--- config.mk ---
export PLATFORM = sky130hd
export DESIGN_NAME = decode_ctl
export DESIGN_NICKNAME = d
export VERILOG_FILES = /design/src/rtl/dsc_pkg.sv /design/src/rtl/dsc_skid.sv /design/src/rtl/dsc_lane.sv /design/src/rtl/decode_ctl.sv
export SDC_FILE = /design/constraint.sdc
export NUM_CORES = 1
export LEC_CHECK = 0
export ABC_AREA = 1
export BUFFER_PORTS_ARGS = -buffer_cell sky130_fd_sc_hd__buf_2
export CAP_MARGIN = 15
export CORE_MARGIN = 3
export CORE_UTILIZATION = 30
export DETAILED_ROUTE_END_ITERATION = 8
export SYNTH_ARGS = -nofsm -noshare
export SYNTH_HDL_FRONTEND = slang
export SYNTH_SLANG_ARGS = --single-unit
--- constraint.sdc ---
create_clock -name clk -period 3.1 [get_ports clk]
set_input_delay 0.155 -clock clk [delete_from_list [all_inputs] [get_ports clk]]
set_output_delay 0.155 -clock clk [all_outputs]
set_load 0.005 [all_outputs]
--- src/rtl/dsc_pkg.sv ---
package dsc_pkg;
  typedef enum logic [2:0] {
    TS_IDLE  = 3'd0,
    TS_RUN   = 3'd1,
    TS_HOLD  = 3'd2,
    TS_DRAIN = 3'd3,
    TS_FLUSH = 3'd4
  } tstate_e;
endpackage

--- src/rtl/dsc_skid.sv ---
module dsc_skid #(
  parameter int W    = 2,
  parameter int DW   = 16,
  parameter int SKID = 8,
  localparam int CW  = $clog2(W + 1),
  localparam int LW  = $clog2(SKID + 1),
  localparam int PW  = $clog2(SKID)
) (
  input  logic            clk,
  input  logic            rst,
  input  logic            flush,
  input  logic [CW-1:0]   n_push,
  input  logic [W*DW-1:0] din,
  input  logic [CW-1:0]   n_pop,
  output logic [W*DW-1:0] dout,
  output logic [LW-1:0]   lvl
);
  // SKID must be a power of two so that the pointers wrap by themselves
  logic [DW-1:0] mem [SKID];
  logic [PW-1:0] wptr, rptr;

  always_ff @(posedge clk) begin
    for (int i = 0; i < W; i++) begin
      if (!flush && CW'(i) < n_push)
        mem[wptr + PW'(i)] <= din[i*DW +: DW];
    end
  end

  always_ff @(posedge clk) begin
    if (rst || flush) begin
      wptr <= '0;
      rptr <= '0;
      lvl  <= '0;
    end else begin
      wptr <= wptr + PW'(n_push);
      rptr <= rptr + PW'(n_pop);
      lvl  <= lvl + LW'(n_push) - LW'(n_pop);
    end
  end

  always_comb begin
    for (int i = 0; i < W; i++)
      dout[i*DW +: DW] = mem[rptr + PW'(i)];
  end
endmodule

--- src/rtl/dsc_lane.sv ---
module dsc_lane
  import dsc_pkg::*;
#(
  parameter int W    = 2,
  parameter int DW   = 16,
  parameter int SKID = 8,
  parameter int SEQW = 16,
  parameter int AW   = 32,
  localparam int CW  = $clog2(W + 1),
  localparam int LW  = $clog2(SKID + 1)
) (
  input  logic            clk,
  input  logic            rst,
  input  logic [W-1:0]    in_vld,
  input  logic [W*DW-1:0] in_dat,
  input  logic            ren_blk,
  input  logic            ren_unb,
  input  logic            cm_sq,
  input  logic            mp_vld,
  input  logic [SEQW-1:0] mp_seq,
  input  logic [AW-1:0]   mp_tgt,
  input  logic            mp_taken,
  input  logic            mp_uncond,
  output logic [W-1:0]    out_vld,
  output logic [W*DW-1:0] out_dat,
  output logic            fe_blk,
  output logic            fe_unb,
  output logic            rd_vld,
  output logic [SEQW-1:0] rd_seq,
  output logic [AW-1:0]   rd_tgt,
  output logic            rd_taken,
  output logic [2:0]      st,
  output logic [LW-1:0]   lvl
);
  tstate_e         st_q, st_n;
  logic            stall_q, stall_n;
  logic [CW-1:0]   n_in, push, pop;
  logic            flush, fb_n, fu_n, rd_n;
  logic [W-1:0]    ov_n;
  logic [W*DW-1:0] od_n, sk_dout;

  dsc_skid #(.W(W), .DW(DW), .SKID(SKID)) u_skid (
    .clk(clk), .rst(rst), .flush(flush), .n_push(push), .din(in_dat),
    .n_pop(pop), .dout(sk_dout), .lvl(lvl)
  );

  always_comb begin
    n_in = '0;
    for (int i = 0; i < W; i++) n_in = n_in + CW'(in_vld[i]);
    stall_n = stall_q;
    if (ren_blk)      stall_n = 1'b1;
    else if (ren_unb) stall_n = 1'b0;
    st_n  = st_q;
    ov_n  = '0;
    od_n  = out_dat;
    fb_n  = 1'b0;
    fu_n  = 1'b0;
    rd_n  = 1'b0;
    push  = '0;
    pop   = '0;
    flush = 1'b0;
    if (cm_sq || mp_vld) begin
      // flush wins over stall and drain
      flush = 1'b1;
      st_n  = TS_FLUSH;
      fu_n  = (st_q == TS_HOLD) || (st_q == TS_DRAIN);
      rd_n  = !cm_sq;
    end else if (stall_n) begin
      push = n_in;
      st_n = TS_HOLD;
      fb_n = (st_q != TS_HOLD);
    end else if (st_q == TS_HOLD || st_q == TS_DRAIN) begin
      pop  = (int'(lvl) > W) ? CW'(W) : CW'(lvl);
      push = n_in;
      for (int i = 0; i < W; i++) ov_n[i] = (CW'(i) < pop);
      od_n = sk_dout;
      if (int'(lvl) - int'(pop) + int'(n_in) == 0) begin
        st_n = TS_RUN;
        fu_n = 1'b1;
      end else begin
        st_n = TS_DRAIN;
      end
    end else begin
      ov_n = in_vld;
      od_n = in_dat;
      if (st_q != TS_IDLE || n_in != '0) st_n = TS_RUN;
    end
  end

  always_ff @(posedge clk) begin
    if (rst) begin
      st_q     <= TS_IDLE;
      stall_q  <= 1'b0;
      out_vld  <= '0;
      out_dat  <= '0;
      fe_blk   <= 1'b0;
      fe_unb   <= 1'b0;
      rd_vld   <= 1'b0;
      rd_seq   <= '0;
      rd_tgt   <= '0;
      rd_taken <= 1'b0;
    end else begin
      st_q    <= st_n;
      stall_q <= stall_n;
      out_vld <= ov_n;
      out_dat <= od_n;
      fe_blk  <= fb_n;
      fe_unb  <= fu_n;
      rd_vld  <= rd_n;
      if (rd_n) begin
        rd_seq   <= mp_seq;
        rd_tgt   <= mp_tgt;
        rd_taken <= mp_taken | mp_uncond;
      end
    end
  end

  assign st = st_q;
endmodule

--- src/rtl/decode_ctl.sv ---
module decode_ctl #(
  parameter int NTHR = 2,
  parameter int W    = 2,
  parameter int DW   = 16,
  parameter int SKID = 8,
  parameter int SEQW = 16,
  parameter int AW   = 32,
  localparam int LW  = $clog2(SKID + 1)
) (
  input  logic                 clk,
  input  logic                 rst,
  input  logic [NTHR*W-1:0]    in_vld,
  input  logic [NTHR*W*DW-1:0] in_dat,
  input  logic [NTHR-1:0]      ren_blk,
  input  logic [NTHR-1:0]      ren_unb,
  input  logic [NTHR-1:0]      cm_sq,
  input  logic [NTHR-1:0]      mp_vld,
  input  logic [NTHR*SEQW-1:0] mp_seq,
  input  logic [NTHR*AW-1:0]   mp_tgt,
  input  logic [NTHR-1:0]      mp_taken,
  input  logic [NTHR-1:0]      mp_uncond,
  output logic [NTHR*W-1:0]    out_vld,
  output logic [NTHR*W*DW-1:0] out_dat,
  output logic [NTHR-1:0]      fe_blk,
  output logic [NTHR-1:0]      fe_unb,
  output logic [NTHR-1:0]      rd_vld,
  output logic [NTHR*SEQW-1:0] rd_seq,
  output logic [NTHR*AW-1:0]   rd_tgt,
  output logic [NTHR-1:0]      rd_taken,
  output logic [NTHR*3-1:0]    thr_st
);
  logic [NTHR*LW-1:0] skid_lvl;

  for (genvar t = 0; t < NTHR; t++) begin : g_lane
    dsc_lane #(.W(W), .DW(DW), .SKID(SKID), .SEQW(SEQW), .AW(AW)) u_lane (
      .clk(clk), .rst(rst),
      .in_vld(in_vld[t*W +: W]), .in_dat(in_dat[t*W*DW +: W*DW]),
      .ren_blk(ren_blk[t]), .ren_unb(ren_unb[t]), .cm_sq(cm_sq[t]),
      .mp_vld(mp_vld[t]), .mp_seq(mp_seq[t*SEQW +: SEQW]),
      .mp_tgt(mp_tgt[t*AW +: AW]), .mp_taken(mp_taken[t]),
      .mp_uncond(mp_uncond[t]),
      .out_vld(out_vld[t*W +: W]), .out_dat(out_dat[t*W*DW +: W*DW]),
      .fe_blk(fe_blk[t]), .fe_unb(fe_unb[t]), .rd_vld(rd_vld[t]),
      .rd_seq(rd_seq[t*SEQW +: SEQW]), .rd_tgt(rd_tgt[t*AW +: AW]),
      .rd_taken(rd_taken[t]), .st(thr_st[t*3 +: 3]),
      .lvl(skid_lvl[t*LW +: LW])
    );
  end
endmodule

==> results_dict.tcl, run 1 <==
set metrics [dict create \
    drive_gt1_share_pct 15.04 \
    pwr-share-comb_pct 8.7 \
    critPathTopFamily "simple AND/OR/NAND/NOR gates" \
    powerDensity_nw_per_um2 466.9 \
    leakagePower_nw 12.48 \
    synth_area_leader_cell "edfxtp_1" \
    max_slew_margin_pct 37.71 \
    synthesis.instances 3110 \
    post-synth-top-count-cell "nand2_1" \
    critical_path_depth 18 \
    viasPerCell 4.971 \
    critPathSlowestCell "dfxtp_1" \
    antenna_found_initial 10 \
    grt_max_degree 227 \
    critical_path.cell_chain "inv_2, ha_1, nand2_1, nand2_2, nand2_1, ha_1, ha_1, a21oi_1, nor2_1, nand3_1, ha_1, nand2_1, nor2_1, nand3_1, nor2_1, nand3_1, nand2_1, nand2_1" \
    design.core.area_um2 79640 \
    rsz0062_at_grt "false" \
    startpoint_type "flip-flop" \
    fin_crit_sh_pct 91.11 \
    setup_tns_ns 0 \
    synth_commonest_cells "nand2_1 (722), o21ai_0 (446), inv_1 (285)" \
    tightest_slew_ns 0.9330 \
    num_rows 103 \
    clock_skew_ns 0.07125 \
    status "complete, no violations" \
    grt_pass1_vias 21810 \
    intPower_mw 10.78 \
    switching_share_pct 24.50 \
    synth_seq_cells 456 \
    synthFlopType "edfxtp_1" \
    vias 23160 \
    pwr-share-clk_pct 44.8 \
    place_congestion 0.9008 \
    die_area_um2 84580 \
    cts_tree "built" \
    grt_usage_pct 19.18 \
    p_switching_mw 3.500 \
    remaining_drc_errors 0 \
    fmax_mhz 354.1 \
    die_x_um 290.8 \
    path_max_fanout 5 \
    root_buffer "clkbuf_16" \
    io_buffers 355 \
    grt_overflow 0 \
    ant_nets 0 \
    seq_area_frac_synth_pct 48.04 \
    routedWlPerCell_um 18.18 \
    finalHoldViolations 0 \
    cpMostUsedCell "nand2_1" \
    crit_buf_inv 1 \
    worstSetupEndpointType "flip-flop" \
    crit_type "flip-flop to flip-flop" \
    synth_edf_count 256 \
    synth_top_area_share_pct 31.59 \
    maxCapViolations 0 \
    slowest_delay_ns 0.37 \
    drt_pass1_iterations 5 \
    min_period_ns 2.824 \
    area_delta_synth_final_pct 25.72 \
    hold_depth 5 \
    clock_path_buffers 3 \
    syn_area_um2 24340 \
    die_height_um 290.8 \
    clk_pin_slew_worst_paths_ns 0.06 \
    nets 3782 \
    seq_power_share_pct 46.5 \
    routed_wl_um 84720 \
    hold_path_class "primary input to flip-flop" \
    dp_hpwl_um 55030 \
    post_cts.repair.setup_buffers 0 \
    clock-sinks 456 \
    async_flop_share_pct 0 \
    clk_latency_ns 0.64 \
    start_util_pct 30.56 \
    setup-violations-final 0 \
    ys_warn_count 0 \
    ir_drop_v 0.0003881 \
    synth.area.top_cells "edfxtp_1 (32%), dfxtp_1 (16%), nand2_1 (11%)" \
    crit_required_ns 3.63 \
    pin_count 356 \
    r2r_cells 18 \
    utilization_pct 38.42 \
    drt_iter0_markers 1767 \
    cts_buffers 53 \
    grt_pass1_wl_um 127900 \
    ys_types 35 \
    syn_area_per_cell_um2 7.825 \
    arrival_ns 3.35 \
    final_max_slew_viol_count 0 \
    htree_levels 2 \
]
-- cell usage in the layout, fill, tap and decap left out, drive strengths merged, types with 12 or more instances in the layout --
cell / n
clkinv: 17
ha: 40
edfxtp: 256
dlygate4sd3: 188
nor2: 294
nor3: 14
nand3: 213
buf: 420
nand4: 12
o21ai: 460
nand2: 726
a21oi: 209
dfxtp: 200
clkbuf: 75
inv: 292
diode: 12
o211ai: 145
-- stage by stage --
step / total power, mW / instances / hold slack [ns] / worst slack, ns / cell area, um^2
6_report: 14.28 / 4659 / 0.04620 / 0.2756 / 30600
5_1_grt: 14.81 / 4655 / 0.04728 / 0.01805 / 30590
4_1_cts: 14.40 / 4647 / 0.001831 / 0.1447 / 30560
3_5_place_dp: 7.797 / 4361 / 0.3829 / 0.1533 / 26910
3_3_place_gp: 7.788 / 4361 / 0.3773 / 0.2229 / 26910
2_1_floorplan: 7.253 / 3111 / 0.2899 / 0.4331 / 24340
-- worst reg2reg max path, cell delays in order (launching register included) --
cell and delay, ns:
dfxtp_1 0.37, inv_2 0.07, ha_1 0.19, nand2_1 0.10, nand2_2 0.09, nand2_1 0.07, ha_1 0.24, ha_1 0.28
a21oi_1 0.07, nor2_1 0.26, nand3_1 0.12, ha_1 0.29, nand2_1 0.05, nor2_1 0.10, nand3_1 0.08, nor2_1 0.14
nand3_1 0.09, nand2_1 0.06, nand2_1 0.04
-- timing repair --
item	CTS	global route
hold buffers	188	0
endpoints found under the setup margin	0	2
hold endpoints to repair	424	0
resized for setup	0	5
-- state kept, by name (all words and copies together) (netlist names), 4 cells and up --
register,cells
g_lane.u_lane.u_skid.wptr,6
g_lane.u_lane.st,6
g_lane.u_lane.out_dat,64
g_lane.u_lane.u_skid.lvl,8
g_lane.u_lane.u_skid.rptr,6
g_lane.u_lane.rd_tgt,64
g_lane.u_lane.out_vld,4
g_lane.u_lane.u_skid.mem,256
g_lane.u_lane.rd_seq,32
-- cells by family (layout without fill, tap and decap cells) --
logic type / count (synthesis) / after routing / share of synthesized area (%)
AND/OR/NAND/NOR: 1262 / 1262 / 21.14
AO/OA/AOI/OAI: 817 / 817 / 18.34
buffers and inverters: 512 / 998 / 8.940
flip-flops: 456 / 456 / 48.04
adder cells (fa/ha/maj): 50 / 50 / 2.879
XOR/XNOR: 12 / 12 / 0.6478
other: 1 / 14 / 0.01541
-- path summary, 6_finish.rpt --
kind                                  startpoint                        end  slack (ns)
setup / recovery  g_lane[0].u_lane.u_skid.lvl[3]     g_lane[0].u_lane.st[1]        0.28
hold / removal                        ren_unb[1]     g_lane[1].u_lane.st[0]        0.05
setup reg to reg  g_lane[0].u_lane.u_skid.lvl[3]     g_lane[0].u_lane.st[1]        0.28
hold reg to reg        g_lane[0].u_lane.rd_taken  g_lane[0].u_lane.rd_taken        0.47
-- power groups by stage --
| stage | combinational [mW] | clock, mW | sequential (mW) |
|---|---|---|---|
| floorplan | 0.496 | 0 | 6.76 |
| global placement | 1.02 | 0 | 6.77 |
| detailed placement | 1.03 | 0 | 6.77 |
| CTS | 1.24 | 6.53 | 6.64 |
| global route | 1.38 | 6.77 | 6.66 |
| finish | 1.24 | 6.40 | 6.65 |
-- final cells by class --
cell class	instances	area, um^2
clock buffer	75	1489
fill	8120	49050
sequential	456	11700
multi-input combinational	2143	10500
timing repair buffer	608	4184
clock inverter	23	279.0
tap	1050	1314
antenna	12	30.03
inverter	292	1099
-- layer usage --
| layer | vias up | routed length (um) | track usage (%) |
|---|---|---|---|
| li1 | 11340 | - | - |
| met1 | 10680 | 34810 | 24.85 |
| met2 | 973 | 39690 | 31.85 |
| met3 | 174 | 7797 | 4.142 |
| met4 | 0 | 2423 | 6.165 |
| met5 | - | 0 | 0 |
Note: power is estimated with default switching activity, not from simulation.
==> run 2: changes to the inputs <==
==> constraint.sdc (replaced) <==
create_clock -name clk -period 3.4 [get_ports clk]
set_input_delay 0.17 -clock clk [delete_from_list [all_inputs] [get_ports clk]]
set_output_delay 0.17 -clock clk [all_outputs]
set_load 0.005 [all_outputs]
==> results_dict.tcl, run 2 (synthesis gave the netlist of run 1 again) <==
set metrics [dict create \
    clk_latency_ns 0.61 \
    powerDensity_nw_per_um2 418.8 \
    root_buffer "clkbuf_16" \
    ctsResizeCount 0 \
    leakagePower_nw 12.37 \
    grt_pass1_wl_um 127500 \
    slowest_delay_ns 0.43 \
    reg_top3 "g_lane.u_lane.u_skid.mem: 256 flops, g_lane.u_lane.out_dat: 64 flops, g_lane.u_lane.rd_tgt: 64 flops" \
    clock-sinks 456 \
    largest-register "g_lane.u_lane.u_skid.mem" \
    ir_drop_v 0.0003781 \
    hold_path_class "primary input to flip-flop" \
    path_max_fanout 7 \
    pre_cts_ws_ns 0.4350 \
    max_slew_margin_pct 36.12 \
    maxCapViolations 0 \
    routedWlPerCell_um 18.31 \
    crit_required_ns 3.90 \
    finalHoldViolations 0 \
    final_max_slew_viol_count 0 \
    num_rows 103 \
    grt_pass1_vias 21820 \
    start_util_pct 30.56 \
    final_common_cell "nand2_1" \
    startpoint_type "flip-flop" \
    worstSetupEndpointType "flip-flop" \
    clk_pin_slew_worst_paths_ns 0.06 \
    crit_type "flip-flop to flip-flop" \
    drt_iter0_markers 1695 \
    die_x_um 290.8 \
    busiest_layer "met2" \
    fin_crit_sh_pct 87.72 \
    grt_util_met1_pct 24.22 \
    grtUsageMet2_pct 31.85 \
    utilization_pct 38.12 \
    antenna_found_initial 10 \
    critPathTopFamily "adder cells" \
    placed_cells 4353 \
    setup-violations-final 0 \
    vias 23290 \
    io_buffers 355 \
    grt_max_degree 226 \
    cts_tree "built" \
    area_delta_synth_final_pct 24.74 \
    crit_buf_inv 2 \
    fmax_mhz 335.3 \
    arrival_ns 3.48 \
    clock_skew_ns 0.04210 \
    total_power_mw 12.71 \
    place_congestion 0.9166 \
    ant_nets 0 \
    drive_gt1_share_pct 14.56 \
    cts_buffers 53 \
    design.core.area_um2 79640 \
    fin_ws_ns 0.4176 \
    grt_usage_pct 19.20 \
    pin_count 356 \
    post_cts.repair.setup_buffers 0 \
    die_height_um 290.8 \
    fin_cells 4639 \
    status "complete, no violations" \
    routed_wl_um 84940 \
    rsz0062_at_grt "false" \
    nets 3767 \
    grt_overflow 0 \
    dp_hpwl_um 54720 \
    viasPerCell 5.020 \
    min_period_ns 2.982 \
    critPathSlowestCell "fa_1" \
    final_cell_mix "nand2_1 (722), o21ai_0 (438), buf_2 (355)" \
    htree_levels 2 \
    tightest_slew_ns 0.9572 \
    clock_path_buffers 3 \
    hold_buffers 180 \
    critical_path.cell_chain "inv_1, ha_1, nand2_1, nand2_1, nand2_1, ha_1, inv_1, fa_1, nor2_1, nand3_1, ha_1, nand2_1, nor2_1, nand3_1, nor2_1, nand3_1, nand2_1, nand2_1" \
    cpMostUsedCell "nand2_1" \
    drt_pass1_iterations 7 \
    use_met3_pct 4.661 \
    die_area_um2 84580 \
    remaining_drc_errors 0 \
    num-fill-cells 8078 \
    setup_tns_ns 0 \
    largest_reg_flops 256 \
]
==> run 2: per-stage QoR <==
step	hold WS (ns)	cell area, um^2
global route	0.06308	30350
CTS	0.01315	30300
floorplan	0.3049	24340
detailed placement	0.3959	26850
global placement	0.3916	26850
finish	0.07031	30360
==> run 2: cell type report <==
cell class	count	area, um^2	area share [%]
clock inverter	22	214.0	0.7047
sequential	456	11700	38.53
clock buffer	72	1439	4.740
antenna	11	27.53	0.09067
multi-input combinational	2143	10500	34.57
timing repair buffer	593	4071	13.41
inverter	292	1099	3.619
tap	1050	1314	4.327
==> run 2: power by group <==
group	total [mW]	internal [mW]	switching, mW
clock network	5.53	3.18	2.35
registers	6.06	5.97	0.0886
logic	1.12	0.478	0.642
==> run 2: worst paths after layout <==
check | start | to | slack, ns | cells past startpoint
setup / recovery | g_lane[0].u_lane.u_skid.lvl[2] | g_lane[0].u_lane.st[1] | 0.42 | 18
hold / removal | cm_sq[0] | g_lane[0].u_lane.st[0] | 0.07 | 6
setup reg to reg | g_lane[0].u_lane.u_skid.lvl[2] | g_lane[0].u_lane.st[1] | 0.42 | 18
hold reg to reg | g_lane[0].u_lane.rd_taken | g_lane[0].u_lane.rd_taken | 0.47 | 2
==> run 2: routing by layer <==
metal	up-vias	share of wire [%]
li1	11300	-
met1	10790	40
met2	1003	47
met3	192	9.6
met4	2	3.3
met5	-	0.015
==> run 2: worst register-to-register path: stages (launching register included) <==
cell and delay [ns]:
dfxtp_1 0.31, inv_1 0.17, ha_1 0.20, nand2_1 0.07, nand2_1 0.13, nand2_1 0.08
ha_1 0.30, inv_1 0.06, fa_1 0.43, nor2_1 0.19, nand3_1 0.10, ha_1 0.28
nand2_1 0.04, nor2_1 0.09, nand3_1 0.09, nor2_1 0.14, nand3_1 0.10, nand2_1 0.06
nand2_1 0.04
